<file path="src/rtl/i2cs_pkg.sv">
package i2cs_pkg;
  typedef enum logic [1:0] {
    ST_IDLE = 2'd0,
    ST_LEAD = 2'd1,
    ST_TAIL = 2'd2
  } start_st_e;
endpackage

</file>
<file path="src/rtl/i2cs_sync.sv">
module i2cs_sync #(
  parameter int W      = 2,
  parameter int STAGES = 2
) (
  input  logic         clk,
  input  logic         rst_n,
  input  logic [W-1:0] d,
  output logic [W-1:0] q
);
  logic [W-1:0] chain [STAGES];

  always_ff @(posedge clk or negedge rst_n) begin
    if (!rst_n) begin
      for (int i = 0; i < STAGES; i++) chain[i] <= '1;
    end else begin
      chain[0] <= d;
      for (int i = 1; i < STAGES; i++) chain[i] <= chain[i-1];
    end
  end

  assign q = chain[STAGES-1];
endmodule

</file>
<file path="src/rtl/i2cs_brg.sv">
module i2cs_brg #(
  parameter int W = 7
) (
  input  logic         clk,
  input  logic         rst_n,
  input  logic         load,
  input  logic         run,
  input  logic [W-1:0] reload,
  output logic         expired
);
  logic [W-1:0] cnt;

  always_ff @(posedge clk or negedge rst_n) begin
    if (!rst_n)                  cnt <= '0;
    else if (load)               cnt <= reload;
    else if (run && cnt != '0)   cnt <= cnt - 1'b1;
  end

  assign expired = (cnt == '0);
endmodule

</file>
<file path="src/rtl/i2cs_ctrl.sv">
module i2cs_ctrl
  import i2cs_pkg::*;
#(
  parameter int CMD_W = 5,
  parameter int BUF_W = 8
) (
  input  logic             clk,
  input  logic             rst_n,
  input  logic             sda_s,
  input  logic             scl_s,
  input  logic             brg_expired,
  output logic             brg_load,
  output logic             brg_run,
  input  logic             cmd_wr,
  input  logic [CMD_W-1:0] cmd_wdata,
  output logic [CMD_W-1:0] cmd_q,
  input  logic             buf_wr,
  input  logic [BUF_W-1:0] buf_wdata,
  output logic [BUF_W-1:0] buf_q,
  input  logic             flag_clr,
  output logic             sda_low,
  output logic             start_flag,
  output logic             irq_flag,
  output logic             bcol_flag,
  output logic             wcol_flag
);
  start_st_e st;
  logic busy, lines_high, take_cmd, go, pre_col, lead_col, lead_done, tail_done;

  assign busy       = (st != ST_IDLE);
  assign lines_high = sda_s & scl_s;
  assign take_cmd   = cmd_wr & ~busy;
  assign go         = take_cmd & cmd_wdata[0] & lines_high;
  assign pre_col    = take_cmd & cmd_wdata[0] & ~lines_high;
  assign lead_col   = (st == ST_LEAD) & ~lines_high;
  assign lead_done  = (st == ST_LEAD) & lines_high & brg_expired;
  assign tail_done  = (st == ST_TAIL) & brg_expired;

  assign brg_load = go | lead_done;
  assign brg_run  = busy;

  always_ff @(posedge clk or negedge rst_n) begin
    if (!rst_n) begin
      st <= ST_IDLE;
    end else begin
      unique case (st)
        ST_IDLE: if (go)        st <= ST_LEAD;
        ST_LEAD: if (lead_col)  st <= ST_IDLE;
                 else if (lead_done) st <= ST_TAIL;
        ST_TAIL: if (tail_done) st <= ST_IDLE;
        default:                st <= ST_IDLE;
      endcase
    end
  end

  always_ff @(posedge clk or negedge rst_n) begin
    if (!rst_n) begin
      cmd_q <= '0;
    end else if (take_cmd) begin
      cmd_q <= {cmd_wdata[CMD_W-1:1], go};
    end else if (lead_col || tail_done) begin
      cmd_q[0] <= 1'b0;
    end
  end

  always_ff @(posedge clk or negedge rst_n) begin
    if (!rst_n)                buf_q <= '0;
    else if (buf_wr && !busy)  buf_q <= buf_wdata;
  end

  always_ff @(posedge clk or negedge rst_n) begin
    if (!rst_n)                    sda_low <= 1'b0;
    else if (lead_col || pre_col)  sda_low <= 1'b0;
    else if (lead_done)            sda_low <= 1'b1;
  end

  always_ff @(posedge clk or negedge rst_n) begin
    if (!rst_n) begin
      start_flag <= 1'b0;
      irq_flag   <= 1'b0;
      bcol_flag  <= 1'b0;
      wcol_flag  <= 1'b0;
    end else begin
      start_flag <= lead_done            | (start_flag & ~flag_clr);
      irq_flag   <= lead_done            | (irq_flag   & ~flag_clr);
      bcol_flag  <= (pre_col | lead_col) | (bcol_flag  & ~flag_clr);
      wcol_flag  <= (buf_wr & busy)      | (wcol_flag  & ~flag_clr);
    end
  end
endmodule

</file>
<file path="src/rtl/i2c_start_gen.sv">
module i2c_start_gen #(
  parameter int RELOAD_W    = 7,
  parameter int CMD_W       = 5,
  parameter int BUF_W       = 8,
  parameter int SYNC_STAGES = 2
) (
  input  logic                clk,
  input  logic                rst_n,
  input  logic [RELOAD_W-1:0] reload,
  input  logic                cmd_wr,
  input  logic [CMD_W-1:0]    cmd_wdata,
  output logic [CMD_W-1:0]    cmd_q,
  input  logic                buf_wr,
  input  logic [BUF_W-1:0]    buf_wdata,
  output logic [BUF_W-1:0]    buf_q,
  input  logic                sda_in,
  input  logic                scl_in,
  output logic                sda_drive_low,
  output logic                scl_drive_low,
  input  logic                flag_clr,
  output logic                start_flag,
  output logic                irq_flag,
  output logic                bcol_flag,
  output logic                wcol_flag
);
  localparam int LINES = 2;

  logic [LINES-1:0] lines_s;
  logic brg_load, brg_run, brg_expired;

  i2cs_sync #(.W(LINES), .STAGES(SYNC_STAGES)) u_sync (
    .clk(clk), .rst_n(rst_n), .d({scl_in, sda_in}), .q(lines_s)
  );

  i2cs_brg #(.W(RELOAD_W)) u_brg (
    .clk(clk), .rst_n(rst_n), .load(brg_load), .run(brg_run),
    .reload(reload), .expired(brg_expired)
  );

  i2cs_ctrl #(.CMD_W(CMD_W), .BUF_W(BUF_W)) u_ctrl (
    .clk(clk), .rst_n(rst_n),
    .sda_s(lines_s[0]), .scl_s(lines_s[1]),
    .brg_expired(brg_expired), .brg_load(brg_load), .brg_run(brg_run),
    .cmd_wr(cmd_wr), .cmd_wdata(cmd_wdata), .cmd_q(cmd_q),
    .buf_wr(buf_wr), .buf_wdata(buf_wdata), .buf_q(buf_q),
    .flag_clr(flag_clr), .sda_low(sda_drive_low),
    .start_flag(start_flag), .irq_flag(irq_flag),
    .bcol_flag(bcol_flag), .wcol_flag(wcol_flag)
  );

  assign scl_drive_low = 1'b0;
endmodule

</file>
<file path="config.mk">
export PLATFORM = sky130hd
export DESIGN_NAME = i2c_start_gen
export DESIGN_NICKNAME = d
export VERILOG_FILES = /design/src/rtl/i2cs_pkg.sv /design/src/rtl/i2cs_sync.sv /design/src/rtl/i2cs_brg.sv /design/src/rtl/i2cs_ctrl.sv /design/src/rtl/i2c_start_gen.sv
export SDC_FILE = /design/constraint.sdc
export NUM_CORES = 1
export LEC_CHECK = 0
export BUFFER_PORTS_ARGS = -buffer_cell sky130_fd_sc_hd__buf_4
export CORE_MARGIN = 4
export CORE_UTILIZATION = 40
export DETAILED_ROUTE_END_ITERATION = 10
export HOLD_SLACK_MARGIN = 0.02
export PLACE_DENSITY = 0.68
export RECOVER_POWER = 100
export SETUP_SLACK_MARGIN = 0.02
export SYNTH_ARGS = -nofsm -noshare
export SYNTH_HDL_FRONTEND = slang
export SYNTH_HIERARCHICAL = 1
export SYNTH_SLANG_ARGS = --single-unit
</file>
<file path="constraint.sdc">
create_clock -name clk -period 2.3 [get_ports clk]
set_input_delay 0 -clock clk [delete_from_list [all_inputs] [get_ports clk]]
set_output_delay 0 -clock clk [all_outputs]
set_load 0.005 [all_outputs]
</file>
==> results.cfg, run 1 <==
[drt]
dr_total_vias = 1258
wirelength_mm = 3.54
wire_per_inst_um = 14.3
drt_pass1_iterations = 4
drt_iter0_markers = 90
drc = 0
vias_per_cell = 5.07
ant_nets = 0

[floorplanning]
start_util = 0.423
fp.dieArea_um2 = 4630
coreArea_um2 = 3420
die_w_um = 68.1
pin_count = 46
placementRows = 21
die_y_um = 68.1

[place]
placed_cell_area_um2 = 1830
place_congestion = 0.916
dp.cells = 212
numPortBuffers = 44
hpwl_mm = 2.41
dp_slack_ps = 122

[cts]
cts_sinks = 31
clkSlewWorstSetupHoldPaths_ps = 100
cts_max_level = 2
cts_tree = yes
clock_latency_ps = 340
cts_buffers = 5
clk_path_buf_depth = 2
root_buffer = clkbuf_4

[finish]
design_area_um2 = 2150
final_cell_mix = 27 x dlygate4sd3_1, 27 x dfrtp_1, 26 x buf_4
num_antenna_cells = 0
area_growth_pct = 48.6
fin_nets = 229
fin_cells = 248
drive_gt1_frac = 0.332

[yosys]
ys_ff_latch = 31
synth-async-reset-ratio = 1.00
synth_warnings = 6
postSynthAreaPerCell_um2 = 11.8
postSynthCellCount = 122
synth-seq-area-share = 0.541
ys.flop_type = dfrtp_1
postSynthNetCount = 150
syn_area_um2 = 1440
ys_types = 45
synth_edf_count = 0

[timing]
setup_ws_ps = 162
finalSetupTns_ps = 0
period_share = 0.929
rsz0062_at_grt = false
hold_viol = 0
slew-limit-headroom = -0.115
clock_skew_ps = 11.5
slew_violations = 32
finalSetupViolCount = 0
tightestPinTransition_ps = 1670
period_minus_slack_ps = 2140
fmax_mhz = 468

[grt]
grt_max_degree = 32
antenna_found_initial = 0
grt.total_usage = 0.169
grt_pass1_vias = 1313
grt-ovfl-total = 0
grt_first_pass_wirelength_mm = 5.77

[critical_path]
reg2regPathDepth = 9
cp-startpoint = u_brg/cnt[1]
start_kind = flip-flop
crit_family = simple AND/OR/NAND/NOR gates
path_cells = inv_1, ha_1, or3b_2, nor2_2, nand4b_1, nand2_2, nand2b_1, a41oi_1, a221o_1
critPathBufInv = 1
critical_path_depth = 9
critPathMaxFanout = 5
r2r_end = u_brg/cnt[5]
required_ps = 2530
worstPathArrival_ps = 2370
endpoint = u_brg/cnt[5]
reg2reg_from = u_brg/cnt[1]
critical_path_class = reg -> reg
ff2ff_setup_slack_ps = 160
max_stage_delay_ps = 490
end_kind = flip-flop
cp_slowest_cell = or3b_2

[worst_hold_path]
worstHoldPathType = in -> reg

[pwr]
p_leak_uw = 0.000975
power.density_nw_per_um2 = 686
power_uw = 1470
ir_worst_vdd_v = 0.000389

[run_status]
violations = capacitance limit, slew limit
status = finished, violations left

[flow_run]
drv_cap = 1
## routing by layer
metal,part of all wire,global-route usage,up-vias
li1,-,-,596
met1,0.40,0.199,601
met2,0.51,0.289,56
met3,0.069,0.0427,5
met4,0.014,0.0744,0
met5,0,0,-
## report_power, final
part / leakage (µW) / switching (µW) / internal, µW / total (µW)
combinational: 0.000556 / 157 / 204 / 360
clock: 0.0000452 / 201 / 229 / 430
sequential: 0.000373 / 62.4 / 620 / 682
total: 0.000975 / 420 / 1050 / 1470
## per-stage QoR
step / util / hold WS, ps
floorplan: - / -296
global placement: 0.536 / -47.7
detailed placement: 0.536 / -45.4
CTS: 0.639 / 115
global route: 0.628 / 301
finish: 0.628 / 324
## worst min path at each step
stage	start	to	slack [ps]	cells past startpoint
floorplan	rst_n	u_brg/cnt[0]	-300	0
CTS	rst_n	u_ctrl/buf_q[0]	110	2
global placement	rst_n	u_brg/cnt[5]	-50	1
detailed placement	rst_n	u_brg/cnt[6]	-50	1
global route	scl_in	u_sync/chain[3]	300	2
finish	sda_in	u_sync/chain[2]	320	2
## cell type report
| type | count | area (µm²) |
|---|---|---|
| multi-input cells | 78 | 569 |
| repair buffers | 77 | 627 |
| inverters | 8 | 30.0 |
| fillers | 286 | 1270 |
| well taps | 46 | 57.6 |
| flip-flops and latches | 31 | 781 |
| clock inverters | 3 | 43.8 |
| clock buffers | 5 | 37.5 |
## synth_stat cells, types with 2 or more instances
| cell | number | area, µm² |
|---|---|---|
| dfrtp_1 | 27 | 676 |
| inv_1 | 8 | 30.0 |
| mux2_4 | 8 | 120 |
| nand2_1 | 7 | 26.3 |
| a21oi_1 | 5 | 25.0 |
| mux2_2 | 5 | 56.3 |
| o21ai_0 | 5 | 25.0 |
| dfstp_2 | 4 | 105 |
| nor2_1 | 4 | 15.0 |
| nor2b_1 | 4 | 25.0 |
| buf_4 | 3 | 22.5 |
| nand2b_1 | 3 | 18.8 |
| a311o_1 | 2 | 20.0 |
| nand4_1 | 2 | 12.5 |
| nor3_1 | 2 | 10.0 |
| nor4_1 | 2 | 12.5 |
| o211ai_1 | 2 | 15.0 |
| o31ai_1 | 2 | 15.0 |
## worst reg2reg max path, stage by stage, from the launching register on
cell      delay [ps]
dfrtp_1          420
inv_1            110
ha_1             190
or3b_2           490
nor2_2           120
nand4b_1         130
nand2_2          130
nand2b_1         110
a41oi_1           50
a221o_1          280
## registers in the layout (all words and copies together) (netlist names)
name	flops
u_ctrl/irq_flag	1
u_ctrl/cmd_q	5
u_sync/q	2
u_ctrl/wcol_flag	1
u_sync/chain	2
u_ctrl/start_flag	1
u_brg/cnt	7
u_ctrl/bcol_flag	1
u_ctrl/sda_low	1
u_ctrl/st	2
u_ctrl/buf_q	8
## logic make-up after synthesis
logic type	Yosys count	synth area share
simple gates	35	0.139
flops	31	0.541
compound gates	28	0.140
buf+inv	13	0.0468
mux	13	0.122
fa+ha+maj	1	0.00866
other cells	1	0.00260
## timing repair
action | 4_1_cts | 5_1_grt
resized for setup | 0 | 2
endpoints found under the setup margin | 0 | 4
endpoints found under the hold margin | 58 | 0
hold buffers | 27 | 0
buffers inserted | 0 | 1
Note: power is estimated with default switching activity, not from simulation.
==> run 2, diff against run 1 <==
--- a/config.mk
+++ b/config.mk
@@ -5,11 +5,14 @@
 export SDC_FILE = /design/constraint.sdc
 export NUM_CORES = 1
 export LEC_CHECK = 0
+export ABC_AREA = 1
+export ABC_CLOCK_PERIOD_IN_PS = 2300
 export BUFFER_PORTS_ARGS = -buffer_cell sky130_fd_sc_hd__buf_4
 export CORE_MARGIN = 4
 export CORE_UTILIZATION = 40
 export DETAILED_ROUTE_END_ITERATION = 10
 export HOLD_SLACK_MARGIN = 0.02
+export MAX_ROUTING_LAYER = met4
 export PLACE_DENSITY = 0.68
 export RECOVER_POWER = 100
 export SETUP_SLACK_MARGIN = 0.02
==> results.cfg, run 2 <==
[run_status]
status = finished, violations left
violations = capacitance limit, slew limit

[flow_run]
drv_cap = 1

[place]
hpwl_mm = 2.20
place_congestion = 0.849
dp.cells = 257
numPortBuffers = 44

[yosys]
synthDominantCellAreaShare = 0.472
yosysTopAreaCell = dfrtp_1
yosysMostFrequentCell = nand2_1
ys_ff_latch = 31
ys.flop_type = dfrtp_1
syn_area_um2 = 1430
synth-seq-area-share = 0.545
ys_types = 21
synth_warnings = 6
postSynthAreaPerCell_um2 = 8.33
postSynthCellCount = 172
synth-async-reset-ratio = 1.00
postSynthNetCount = 200
synth.area.top_cells = dfrtp_1 47%, nand2_1 15%, nand3_1 8.7%
synth_common_cells = 57 x nand2_1, 27 x dfrtp_1, 25 x nand3_1
synth_edf_count = 0

[drt]
drc = 0
vias_per_cell = 4.63
drt_pass1_iterations = 4
wirelength_mm = 3.56
wire_per_inst_um = 11.9
ant_nets = 0
drt_iter0_markers = 40
dr_total_vias = 1388

[grt]
grt_max_degree = 32
antenna_found_initial = 0
grt_pass1_vias = 1333
grt_first_pass_wirelength_mm = 6.11
grt.total_usage = 0.186
grt-ovfl-total = 0

[cts]
root_buffer = clkbuf_4
cts_setup_buffers = 0
cts_buffers = 5
clk_path_buf_depth = 2
clkSlewWorstSetupHoldPaths_ps = 90
clock_latency_ps = 320
cts_tree = yes
cts_sinks = 31
post_cts_resized = 0
cts_max_level = 2

[timing]
finalSetupViolCount = 0
finalSetupTns_ps = 0
slew-limit-headroom = -0.0865
period_minus_slack_ps = 1980
clock_skew_ps = 7.61
rsz0062_at_grt = false
tightestPinTransition_ps = 1630
hold_viol = 0
period_share = 0.859
fmax_mhz = 506
slew_violations = 32

[critical_path]
cp_slowest_cell = dfrtp_1
max_stage_delay_ps = 390
start_kind = flip-flop
critPathBufInv = 2
path_cells = inv_1, ha_1, nand2_1, nor2_1, nand3_2, nand2_1, inv_1, nand3_1, nand2_1, nand2_1, o21ai_0
timing.critical_path.mode_cell = nand2_1
crit_family = simple AND/OR/NAND/NOR gates
worstPathArrival_ps = 2160
critical_path_class = reg -> reg
required_ps = 2490
critPathMaxFanout = 7
end_kind = flip-flop

[pwr]
ir_worst_vdd_v = 0.000377
power.density_nw_per_um2 = 725
p_leak_uw = 0.00111

[finish]
seq_area_um2 = 781
drive_gt1_frac = 0.236
fillers = 290
reg.largest.list = u_ctrl/buf_q (8), u_brg/cnt (7), u_ctrl/cmd_q (5)
final_util = 0.647
mostFrequentLayoutCell = nand2_1
fin_nets = 281
largest_reg_flops = 8
fin_cells = 300
multi_input_area_um2 = 538
num_antenna_cells = 0
area_growth_pct = 53.1
max_flop_register = u_ctrl/buf_q
final_cell_mix = 57 x nand2_1, 35 x dlygate4sd3_1, 27 x dfrtp_1

[floorplanning]
placementRows = 21
fp.dieArea_um2 = 4600
coreArea_um2 = 3390
start_util = 0.423
pin_count = 46
die_y_um = 67.8
die_w_um = 67.8

[worst_hold_path]
worstHoldPathType = in -> reg
run 2: cell type report:
cell class                 instances  area share
clock buffer                       8      0.0314
inverter                          19      0.0325
tap                               46      0.0262
sequential                        31       0.356
multi-input combinational        116       0.245
timing repair buffer              80       0.309
run 2: metal layers:
metal  track usage  share of wire  vias up
met4        0.0571          0.012        0
li1              -              -      714
met2         0.298           0.50       36
met3        0.0558          0.045        4
met5             -              0        -
met1         0.228           0.45      634
run 2: logic make-up after synthesis:
kind of cell,Yosys count,share of synthesized area
fa+ha+maj,1,0.00873
simple gates,101,0.317
compound gates,13,0.0498
buf+inv,25,0.0769
flops,31,0.545
other cells,1,0.00262
run 2: worst register-to-register path, delay by kind of cell (launching register included):
family                     cells  cell delay [ps]
and+or+nand+nor                7              840
DFF                            1              390
buffers and inverters          2              270
adders and majority gates      1              250
AOI/OAI and AO/OA              1              100
run 2: repair_timing:
item / 4_1_cts / 5_1_grt
hold buffers: 35 / 0
setup endpoints to repair: 0 / 0
endpoints found under the hold margin: 58 / 0
run 2: stage by stage:
step | area [µm²] | total power (µW) | hold WS [ps] | setup WS, ps
2_1_floorplan | 1430 | 1040 | -296 | 465
4_1_cts | 2210 | 1610 | 29.6 | 339
3_5_place_dp | 1790 | 1200 | -46.3 | 360
3_3_place_gp | 1790 | 1200 | -49.2 | 463
6_report | 2190 | 1590 | 46.8 | 325
5_1_grt | 2190 | 1720 | 47.1 | 56.5
run 2: where the power goes:
part	internal, µW	switching [µW]
logic	239	277
clock network	180	175
registers	640	77.0
run 2: path summary, 6_finish.rpt:
check                                start          endpoint  slack (ps)  depth (start not counted)
setup / recovery              u_brg/cnt[0]      u_brg/cnt[4]         320                         11
hold / removal                      cmd_wr  u_ctrl/bcol_flag          50                          3
setup reg to reg              u_brg/cnt[0]      u_brg/cnt[4]         320                         11
hold reg to reg            u_sync/chain[3]       u_sync/q[1]         360                          0
max in group asynchronous            rst_n    u_ctrl/sda_low         710                          2
min in group asynchronous            rst_n   u_ctrl/buf_q[7]         640                          2
==> run 3, diff against run 2 <==
--- a/config.mk
+++ b/config.mk
@@ -8,6 +8,7 @@
 export ABC_AREA = 1
 export ABC_CLOCK_PERIOD_IN_PS = 2300
 export BUFFER_PORTS_ARGS = -buffer_cell sky130_fd_sc_hd__buf_4
+export CORE_ASPECT_RATIO = 1.75
 export CORE_MARGIN = 4
 export CORE_UTILIZATION = 40
 export DETAILED_ROUTE_END_ITERATION = 10
==> results.cfg, run 3 (synthesis results as in run 2) <==
[drt]
dr_total_vias = 1368
drc = 0
ant_nets = 0
wirelength_mm = 3.31
vias_per_cell = 4.77
drt_iter0_markers = 47
wire_per_inst_um = 11.5
drt_pass1_iterations = 4

[critical_path]
max_stage_delay_ps = 370
ff2ff_setup_slack_ps = 370
worstPathArrival_ps = 2080
crit_family = simple AND/OR/NAND/NOR gates
critical_path_class = reg -> reg
path_cells = inv_1, ha_1, nand2_1, nor2_1, nand3_2, nand2_1, inv_1, nand3_1, nand2_1, nand2_1, o21ai_0
end_kind = flip-flop
critPathMaxFanout = 7
critPathBufInv = 2
timing.critical_path.mode_cell = nand2_1
cp_slowest_cell = dfrtp_1
required_ps = 2460
start_kind = flip-flop

[grt]
grt_max_degree = 32
grt_pass1_vias = 1332
grt.total_usage = 0.173
grt-ovfl-total = 0
grt_first_pass_wirelength_mm = 5.76
antenna_found_initial = 0

[pwr]
seqPwrFrac = 0.444
netSwitchingFraction = 0.330
p_sw_uw = 532
power_uw = 1610
intPower_uw = 1080
ir_worst_vdd_v = 0.000529
clkPwrFrac = 0.247
power.density_nw_per_um2 = 774
pwr-share-comb = 0.309
p_leak_uw = 0.00108

[finish]
seq_area_um2 = 781
max_flop_register = u_ctrl/buf_q
num_antenna_cells = 0
fillers = 333
final_cell_mix = 57 x nand2_1, 27 x dfrtp_1, 25 x buf_4, 25 x nand3_1, 22 x dlygate4sd3_1
fin_nets = 269
reg.largest.list = u_ctrl/buf_q (8), u_brg/cnt (7), u_ctrl/cmd_q (5)
design_area_um2 = 2080
mostFrequentLayoutCell = nand2_1
area_growth_pct = 45.3
largest_reg_flops = 8
multi_input_area_um2 = 538
drive_gt1_frac = 0.248

[timing]
fmax_mhz = 519
rsz0062_at_grt = false
period_minus_slack_ps = 1930
slew_violations = 32
hold_viol = 0
finalSetupViolCount = 0
clock_skew_ps = 2.94
finalSetupTns_ps = 0
setup_ws_ps = 374
worst_hold_slack_ps = 27.6
period_share = 0.837
slew-limit-headroom = -0.0703
tightestPinTransition_ps = 1610

[floorplanning]
start_util = 0.417
coreArea_um2 = 3430
placementRows = 28
die_w_um = 53.2
die_y_um = 87.2
pin_count = 46
fp.dieArea_um2 = 4640

[run_status]
violations = capacitance limit, slew limit
status = finished, violations left

[cts]
cts_buffers = 5
clk_path_buf_depth = 2
cts_setup_buffers = 0
clock_latency_ps = 270
post_cts_resized = 0
cts_max_level = 2
cts_hold_buf = 22
clkSlewWorstSetupHoldPaths_ps = 60
cts_sinks = 31
cts_tree = yes
root_buffer = clkbuf_8

[place]
place_congestion = 0.873
placed_cell_area_um2 = 1800
hpwl_mm = 2.33
dp_slack_ps = 380
numPortBuffers = 44

[worst_hold_path]
worstHoldPathType = in -> reg

[flow_run]
drv_cap = 1
## run 3: cell type report
cell class | instances | area share
repair buffers | 68 | 0.266
well taps | 45 | 0.0270
flip-flops and latches | 31 | 0.375
multi-input cells | 116 | 0.258
clock inverters | 1 | 0.00240
clock buffers | 7 | 0.0367
inverters | 19 | 0.0343
## run 3: through the flow
stage	instances	util
detailed placement	257	0.523
finish	287	0.606
global route	287	0.606
CTS	287	0.611
floorplan	172	-
global placement	257	0.523
## run 3: worst paths after layout
| kind | startpoint | end | depth (start not counted) |
|---|---|---|---|
| max in group asynchronous | rst_n | u_ctrl/cmd_q[1] | 2 |
| worst min-delay path | reload[4] | u_brg/cnt[4] | 5 |
| min in group asynchronous | rst_n | u_ctrl/buf_q[5] | 2 |
| worst min register to register | u_sync/chain[2] | u_sync/q[0] | 0 |
| worst max register to register | u_brg/cnt[0] | u_brg/cnt[4] | 11 |
| worst max-delay path | u_brg/cnt[0] | u_brg/cnt[4] | 11 |
## run 3: power groups by stage
stage	clock, µW	combinational (µW)	sequential (µW)
2_1_floorplan	0	324	714
4_1_cts	417	519	717
3_5_place_dp	0	485	724
3_3_place_gp	0	477	724
5_1_grt	439	581	731
6_report	399	498	716
## run 3: per-layer routing
layer | part of all wire | up-vias | wire, µm | GRT usage
li1 | - | 689 | - | -
met1 | 0.38 | 633 | 1260 | 0.184
met2 | 0.53 | 39 | 1750 | 0.292
met3 | 0.071 | 7 | 234 | 0.0395
met4 | 0.020 | 0 | 67 | 0.0837
met5 | 0 | - | 0 | -
## run 3: worst register-to-register path: stages, from the launching register on
cell and delay, ps:
dfrtp_1 370, inv_1 140, ha_1 250, nand2_1 90
nor2_1 260, nand3_2 170, nand2_1 120, inv_1 140
nand3_1 120, nand2_1 50, nand2_1 40, o21ai_0 70
